File: src/rtl/usb_pwr_pkg.sv
package usb_pwr_pkg;
  localparam int REG_W    = 8;
  localparam int B_ISO    = 7;
  localparam int B_INH    = 4;
  localparam int B_RST    = 3;
  localparam int B_RES    = 2;
  localparam int B_SUSP   = 1;
  localparam int B_EN     = 0;
  localparam logic [REG_W-1:0] RESET_IMAGE = 8'h11;

  function automatic logic [REG_W-1:0] pack_image(
    input logic iso, input logic inh, input logic rst_line,
    input logic res, input logic susp, input logic en);
    logic [REG_W-1:0] img;
    img         = '0;
    img[B_ISO]  = iso;
    img[B_INH]  = inh;
    img[B_RST]  = rst_line;
    img[B_RES]  = res;
    img[B_SUSP] = susp;
    img[B_EN]   = en;
    return img;
  endfunction

  function automatic logic next_inhibit(
    input logic cur, input logic wr, input logic [REG_W-1:0] wd);
    if (wr && wd[B_RST])      return 1'b1;
    else if (wr && !wd[B_INH]) return 1'b0;
    else                       return cur;
  endfunction
endpackage

File: src/rtl/pwr_inhibit_ctl.sv
module pwr_inhibit_ctl
  import usb_pwr_pkg::*;
(
  input  logic             clk,
  input  logic             rst_n,
  input  logic             wr,
  input  logic [REG_W-1:0] wdata,
  output logic             inhibit,
  output logic             func_reset
);
  logic force_rst;
  assign force_rst = wr && wdata[B_RST];

  always_ff @(posedge clk or negedge rst_n) begin
    if (!rst_n) begin
      inhibit    <= 1'b1;
      func_reset <= 1'b0;
    end else begin
      inhibit    <= next_inhibit(inhibit, wr, wdata);
      func_reset <= force_rst;
    end
  end

  // inhibit only rises through a forced reset
  a_r3_inhibit_rise: assert property (@(posedge clk) disable iff (!rst_n)
    $rose(inhibit) |-> $past(wr && wdata[B_RST]));
  // reset pulse follows a reset write
  a_r4_reset_cause: assert property (@(posedge clk) disable iff (!rst_n)
    func_reset |-> $past(wr && wdata[B_RST]));
  a_r4_reset_inhibits: assert property (@(posedge clk) disable iff (!rst_n)
    func_reset |-> inhibit);
endmodule

File: src/rtl/pwr_susp_ctl.sv
module pwr_susp_ctl
  import usb_pwr_pkg::*;
(
  input  logic             clk,
  input  logic             rst_n,
  input  logic             wr,
  input  logic [REG_W-1:0] wdata,
  input  logic             susp_en,
  input  logic             inhibit,
  input  logic             line_suspend,
  input  logic             host_resume,
  input  logic             irq_status_rd,
  output logic             susp,
  output logic             resume,
  output logic             wake_irq
);
  logic hr_pend;
  logic start_resume, end_resume, susp_set, hr_seen, hr_clear;

  assign start_resume = wr && wdata[B_RES] && susp && !resume;
  assign end_resume   = wr && !wdata[B_RES] && resume;
  assign susp_set     = line_suspend && susp_en && !inhibit && !susp;
  assign hr_seen      = host_resume && susp && !resume && !inhibit;
  assign hr_clear     = irq_status_rd && hr_pend;

  always_ff @(posedge clk or negedge rst_n) begin
    if (!rst_n) begin
      susp     <= 1'b0;
      resume   <= 1'b0;
      hr_pend  <= 1'b0;
      wake_irq <= 1'b0;
    end else begin
      wake_irq <= 1'b0;
      if (end_resume) begin
        resume   <= 1'b0;
        susp     <= 1'b0;
        hr_pend  <= 1'b0;
        wake_irq <= 1'b1;
      end else if (hr_clear) begin
        susp    <= 1'b0;
        hr_pend <= 1'b0;
      end else begin
        if (start_resume) resume  <= 1'b1;
        if (susp_set)     susp    <= 1'b1;
        if (hr_seen)      hr_pend <= 1'b1;
      end
    end
  end

  // suspend is entered only from an accepted line indication
  a_r5_susp_cause: assert property (@(posedge clk) disable iff (!rst_n)
    $rose(susp) |-> $past(line_suspend && susp_en && !inhibit));
  // resume drive only starts from suspend
  a_r6_resume_from_susp: assert property (@(posedge clk) disable iff (!rst_n)
    $rose(resume) |-> $past(susp));
  // interrupt coincides with leaving suspend and resume
  a_r7_irq_exit: assert property (@(posedge clk) disable iff (!rst_n)
    wake_irq |-> (!susp && !resume));
  a_r7_irq_single: assert property (@(posedge clk) disable iff (!rst_n)
    wake_irq |=> !wake_irq);
  // a silent suspend exit needs a status read
  a_r8_silent_exit: assert property (@(posedge clk) disable iff (!rst_n)
    ($fell(susp) && !wake_irq) |-> $past(irq_status_rd));
endmodule

File: src/rtl/pwr_iso_gate.sv
module pwr_iso_gate (
  input  logic clk,
  input  logic rst_n,
  input  logic iso_hold,
  input  logic inhibit,
  input  logic pkt_ready,
  input  logic in_token,
  input  logic sof_token,
  output logic send_pkt,
  output logic send_zlp
);
  logic ready, armed;
  logic tok_in, tok_sof, release_ok;

  assign tok_in     = in_token && !inhibit;
  assign tok_sof    = sof_token && !inhibit;
  assign release_ok = ready && (!iso_hold || armed);

  always_ff @(posedge clk or negedge rst_n) begin
    if (!rst_n) begin
      ready    <= 1'b0;
      armed    <= 1'b0;
      send_pkt <= 1'b0;
      send_zlp <= 1'b0;
    end else begin
      send_pkt <= 1'b0;
      send_zlp <= 1'b0;
      if (tok_in) begin
        if (release_ok) begin
          send_pkt <= 1'b1;
          ready    <= 1'b0;
          armed    <= 1'b0;
        end else begin
          send_zlp <= 1'b1;
        end
      end
      if (pkt_ready) begin
        ready <= 1'b1;
        armed <= 1'b0;
      end else if (tok_sof && ready && !(tok_in && release_ok)) begin
        armed <= 1'b1;
      end
    end
  end

  // replies are exclusive
  a_r11_exclusive: assert property (@(posedge clk) disable iff (!rst_n)
    !(send_pkt && send_zlp));
  // every reply answers an accepted token
  a_r11_token_cause: assert property (@(posedge clk) disable iff (!rst_n)
    (send_pkt || send_zlp) |-> $past(in_token && !inhibit));
  // held packet needs a frame start first
  a_r10_hold: assert property (@(posedge clk) disable iff (!rst_n)
    (send_pkt && $past(iso_hold)) |-> $past(armed));
endmodule

File: src/rtl/usb_pwr_ctrl.sv
module usb_pwr_ctrl
  import usb_pwr_pkg::*;
(
  input  logic             clk,
  input  logic             rst_n,
  input  logic             reg_wr,
  input  logic [REG_W-1:0] reg_wdata,
  output logic [REG_W-1:0] reg_rdata,
  input  logic             bus_reset_line,
  input  logic             line_suspend,
  input  logic             host_resume,
  input  logic             irq_status_rd,
  input  logic             pkt_ready,
  input  logic             in_token,
  input  logic             sof_token,
  output logic             resume_drive,
  output logic             wake_irq,
  output logic             func_reset,
  output logic             send_pkt,
  output logic             send_zlp
);
  logic iso_hold, susp_en, inhibit, susp, resume;

  always_ff @(posedge clk or negedge rst_n) begin
    if (!rst_n) begin
      iso_hold <= RESET_IMAGE[B_ISO];
      susp_en  <= RESET_IMAGE[B_EN];
    end else if (reg_wr) begin
      iso_hold <= reg_wdata[B_ISO];
      susp_en  <= reg_wdata[B_EN];
    end
  end

  pwr_inhibit_ctl u_inh (
    .clk(clk), .rst_n(rst_n), .wr(reg_wr), .wdata(reg_wdata),
    .inhibit(inhibit), .func_reset(func_reset)
  );

  pwr_susp_ctl u_susp (
    .clk(clk), .rst_n(rst_n), .wr(reg_wr), .wdata(reg_wdata),
    .susp_en(susp_en), .inhibit(inhibit), .line_suspend(line_suspend),
    .host_resume(host_resume), .irq_status_rd(irq_status_rd),
    .susp(susp), .resume(resume), .wake_irq(wake_irq)
  );

  pwr_iso_gate u_iso (
    .clk(clk), .rst_n(rst_n), .iso_hold(iso_hold), .inhibit(inhibit),
    .pkt_ready(pkt_ready), .in_token(in_token), .sof_token(sof_token),
    .send_pkt(send_pkt), .send_zlp(send_zlp)
  );

  assign resume_drive = resume;
  assign reg_rdata    = pack_image(iso_hold, inhibit, bus_reset_line,
                                   resume, susp, susp_en);

  // unused bits stay clear
  a_r2_unused_zero: assert property (@(posedge clk) disable iff (!rst_n)
    reg_rdata[6:5] == 2'b00);
  // resume drive implies suspend
  a_r6_drive_in_susp: assert property (@(posedge clk) disable iff (!rst_n)
    resume_drive |-> susp);
endmodule

File: config.mk
export PLATFORM = sky130hd
export DESIGN_NAME = usb_pwr_ctrl
export DESIGN_NICKNAME = d
export VERILOG_FILES = /design/src/rtl/usb_pwr_pkg.sv /design/src/rtl/pwr_inhibit_ctl.sv /design/src/rtl/pwr_susp_ctl.sv /design/src/rtl/pwr_iso_gate.sv /design/src/rtl/usb_pwr_ctrl.sv
export SDC_FILE = /design/constraint.sdc
export NUM_CORES = 1
export LEC_CHECK = 0
export ABC_AREA = 1
export BUFFER_PORTS_ARGS = -buffer_cell sky130_fd_sc_hd__buf_2
export CAP_MARGIN = 20
export CORE_AREA = 3 3 40 42
export CTS_CLUSTER_SIZE = 20
export DETAILED_ROUTE_END_ITERATION = 8
export DIE_AREA = 0 0 43 45
export PLACE_DENSITY = 0.76
export SLEW_MARGIN = 0
export SYNTH_ARGS = -nofsm -noshare
export SYNTH_HDL_FRONTEND = slang
export SYNTH_SLANG_ARGS = --single-unit
export TNS_END_PERCENT = 100
File: constraint.sdc
create_clock -name clk -period 2 [get_ports clk]
set_input_delay 0.4 -clock clk [delete_from_list [all_inputs] [get_ports clk]]
set_output_delay 0.4 -clock clk [all_outputs]
set_load 0.01 [all_outputs]
==> impl_metrics.py <==
metrics = {
    "worst_setup_path": {
        "cp_data_arrival_time_ns": 0.99,
        "critPathBufInv": 1,
        "r2r_end": "u_iso.armed$_DFFE_PN0P_",
        "startpoint": "u_inh.inhibit$_DFFE_PN1P_",
        "worstReg2RegStart": "u_inh.inhibit$_DFFE_PN1P_",
        "path_cells": "buf_2",
        "crit_path_max_incr_delay_ns": 0.58,
        "critPathLaunchType": "flop",
        "cp_slowest_cell": "dfstp_2",
        "ff2ff_path_depth": 5,
        "crit_family": "flip-flops",
        "cp-endpoint": "reg_rdata[4]",
        "critPathKind": "flop to primary output",
        "end_kind": "primary output",
        "r2r_slack_ns": 1.04,
        "worstSetupPathDepth": 1,
        "cp.required_ns": 1.60,
        "critPathMaxFanout": 5,
    },
    "drt": {
        "wire_per_inst_um": 10.52,
        "first_pass_iters": 3,
        "viasPerCell": 4.546,
        "wl_mm": 1.020,
        "ant_nets": 0,
        "drt_iter0_drc": 2,
        "vias": 441,
        "post-route-drc-count": 0,
    },
    "timing": {
        "fin_crit_sh": 0.6934,
        "finalMaxSlewViolations": 0,
        "fin_skew_ns": 0.0003677,
        "tns_ns": 0,
        "finalHoldViolations": 0,
        "setup_viol": 0,
        "post-route-min-period_ns": 1.387,
        "clock.fmax_ghz": 0.7211,
        "holdWs_ns": 0.3315,
        "rsz0062_at_grt": "no",
    },
    "logic_synthesis": {
        "seq_area_frac_synth": 0.5513,
        "synth_cell_types": 18,
        "synth_area_sq_um": 549.3,
        "yosys_warnings": 0,
        "synthCells": 61,
        "ys_ff_latch": 12,
        "avgSynthCellArea_sq_um": 9.005,
    },
    "floorplan": {
        "row_count": 13,
        "die_area_sq_um": 1935,
        "die_w_um": 43,
        "die_y_um": 45,
        "initial_utilization": 0.4275,
        "core-area_sq_um": 1285,
        "ioPinCount": 31,
    },
    "pwr": {
        "swShare": 0.2983,
        "p_per_area_nw_per_um2": 996.1,
        "ir_worst_vdd_v": 0.0003889,
        "p_switching_uw": 200.0,
        "p_comb_frac": 0.237,
        "clkPwrFrac": 0.274,
        "p_int_uw": 470.5,
        "p_seq_frac": 0.489,
        "p_leak_uw": 0.0004132,
    },
    "global_routing": {
        "antenna_found_initial": 0,
        "grt_max_degree": 13,
        "overflow": 0,
        "track_usage": 0.1236,
        "grt_pass1_vias": 413,
        "grt_pass1_wl_mm": 1.697,
    },
    "final_layout": {
        "final_cell_mix": "23 x buf_2, 16 x nand2_1, 10 x dfrtp_1, 8 x inv_1",
        "drive_gt1_frac": 0.4268,
        "fillers": 122,
        "final_common_cell": "buf_2",
        "antenna_cells": 0,
        "fin_util": 0.5239,
        "final_nets": 101,
        "syn2layout_area_growth_pct": 22.55,
    },
    "clock_tree": {
        "cts_sinks": 12,
        "hold_buffers": 1,
        "htree_num_levels": 1,
        "cts_root_buf": "clkbuf_4",
        "numCtsBuffers": 3,
        "worstSkewPairLatency_ns": 0.26,
        "post_cts_buffers": 0,
        "cts_tree": "built",
        "clockBufferDepth": 2,
        "cts-resized-gates": 0,
        "clk_pin_slew_ns": 0.07,
    },
    "run": {
        "maxCapViolCount": 0,
    },
    "placed_design": {
        "place.port_buffers": 23,
        "place_congestion": 0.7444,
        "hpwl_um": 846.6,
    },
    "outcome": {
        "status": "finished clean",
    },
    "min_path": {
        "hold_class": "input port to flop",
    },
}
==> cell usage after synthesis <==
master     n  area share
nor2_2     1       0.011
inv_1      8       0.055
nand2_1   16        0.11
buf_4      8        0.11
a31oi_1    1       0.011
a21boi_1   1       0.014
dfstp_2    2       0.096
nand4_1    1       0.011
nand2_2    1       0.011
nand3b_2   1       0.020
dfrtp_1   10        0.46
conb_1     1      0.0068
nand3_1    2       0.018
nand3_2    1       0.018
a21oi_1    1      0.0091
nor2_1     3       0.020
inv_2      2       0.014
o21ai_1    1      0.0091
==> metrics by stage <==
step	area, sq um	setup WS (ns)	std cells	total power, uW
2_1_floorplan	553.0	0.9439	62	454.7
5_1_grt	673.1	0.5734	97	722.1
4_1_cts	673.1	0.5961	97	685.7
6_report	673.1	0.6133	97	670.5
3_5_place_dp	626.9	0.8959	92	493.3
3_3_place_gp	626.9	0.9065	92	485.3
==> how the worst min path moves through the flow <==
stage,to,from,slack (ns),cells past startpoint
4_1_cts,susp_en$_DFFE_PN1P_,reg_wdata[0],0.32,3
2_1_floorplan,iso_hold$_DFFE_PN0P_,rst_n,0.10,0
3_5_place_dp,u_susp.susp$_DFFE_PN0P_,rst_n,0.29,1
3_3_place_gp,u_susp.susp$_DFFE_PN0P_,rst_n,0.28,1
5_1_grt,susp_en$_DFFE_PN1P_,reg_wdata[0],0.33,3
6_report,susp_en$_DFFE_PN1P_,reg_wdata[0],0.33,3
==> sequential cells by signal, indices dropped and copies added, names as in the netlist <==
signal            flops
susp_en               1
u_susp.resume         1
u_inh.inhibit         1
u_iso.send_pkt        1
u_inh.func_reset      1
iso_hold              1
u_susp.hr_pend        1
u_iso.send_zlp        1
u_iso.armed           1
u_iso.ready           1
u_susp.wake_irq       1
u_susp.susp           1
==> power by group through the flow <==
stage                     Combinational, uW  Clock [uW]  Sequential (uW)
after floorplan                         120           0              335
after global placement                  155           0              331
after detailed placement                160           0              333
after CTS                               162         195              329
after global routing                    179         208              335
final                                   159         184              328
==> kinds of logic after synthesis <==
logic type | synth area share
AOI/OAI and AO/OA | 0.04328
buffers and inverters | 0.1777
other | 0.006827
DFF | 0.5513
and+or+nand+nor | 0.2210
==> per-layer routing <==
| metal | GRT usage | vias to the layer above | wire length [um] |
|---|---|---|---|
| met5 | 0 | - | 0 |
| met4 | 0.09036 | 0 | 16 |
| met3 | 0.02789 | 2 | 88 |
| met2 | 0.2006 | 19 | 517 |
| met1 | 0.1443 | 201 | 398 |
| li1 | - | 219 | - |
==> final cells by class <==
class / count / area, sq um / area share
multi-input cells: 32 / 152.6 / 0.2268
clock buffers: 4 / 36.28 / 0.05390
well taps: 15 / 18.77 / 0.02788
inverters: 10 / 37.54 / 0.05576
repair buffers: 24 / 125.1 / 0.1859
flip-flops and latches: 12 / 302.8 / 0.4498
(Power assumes the default switching activity.)
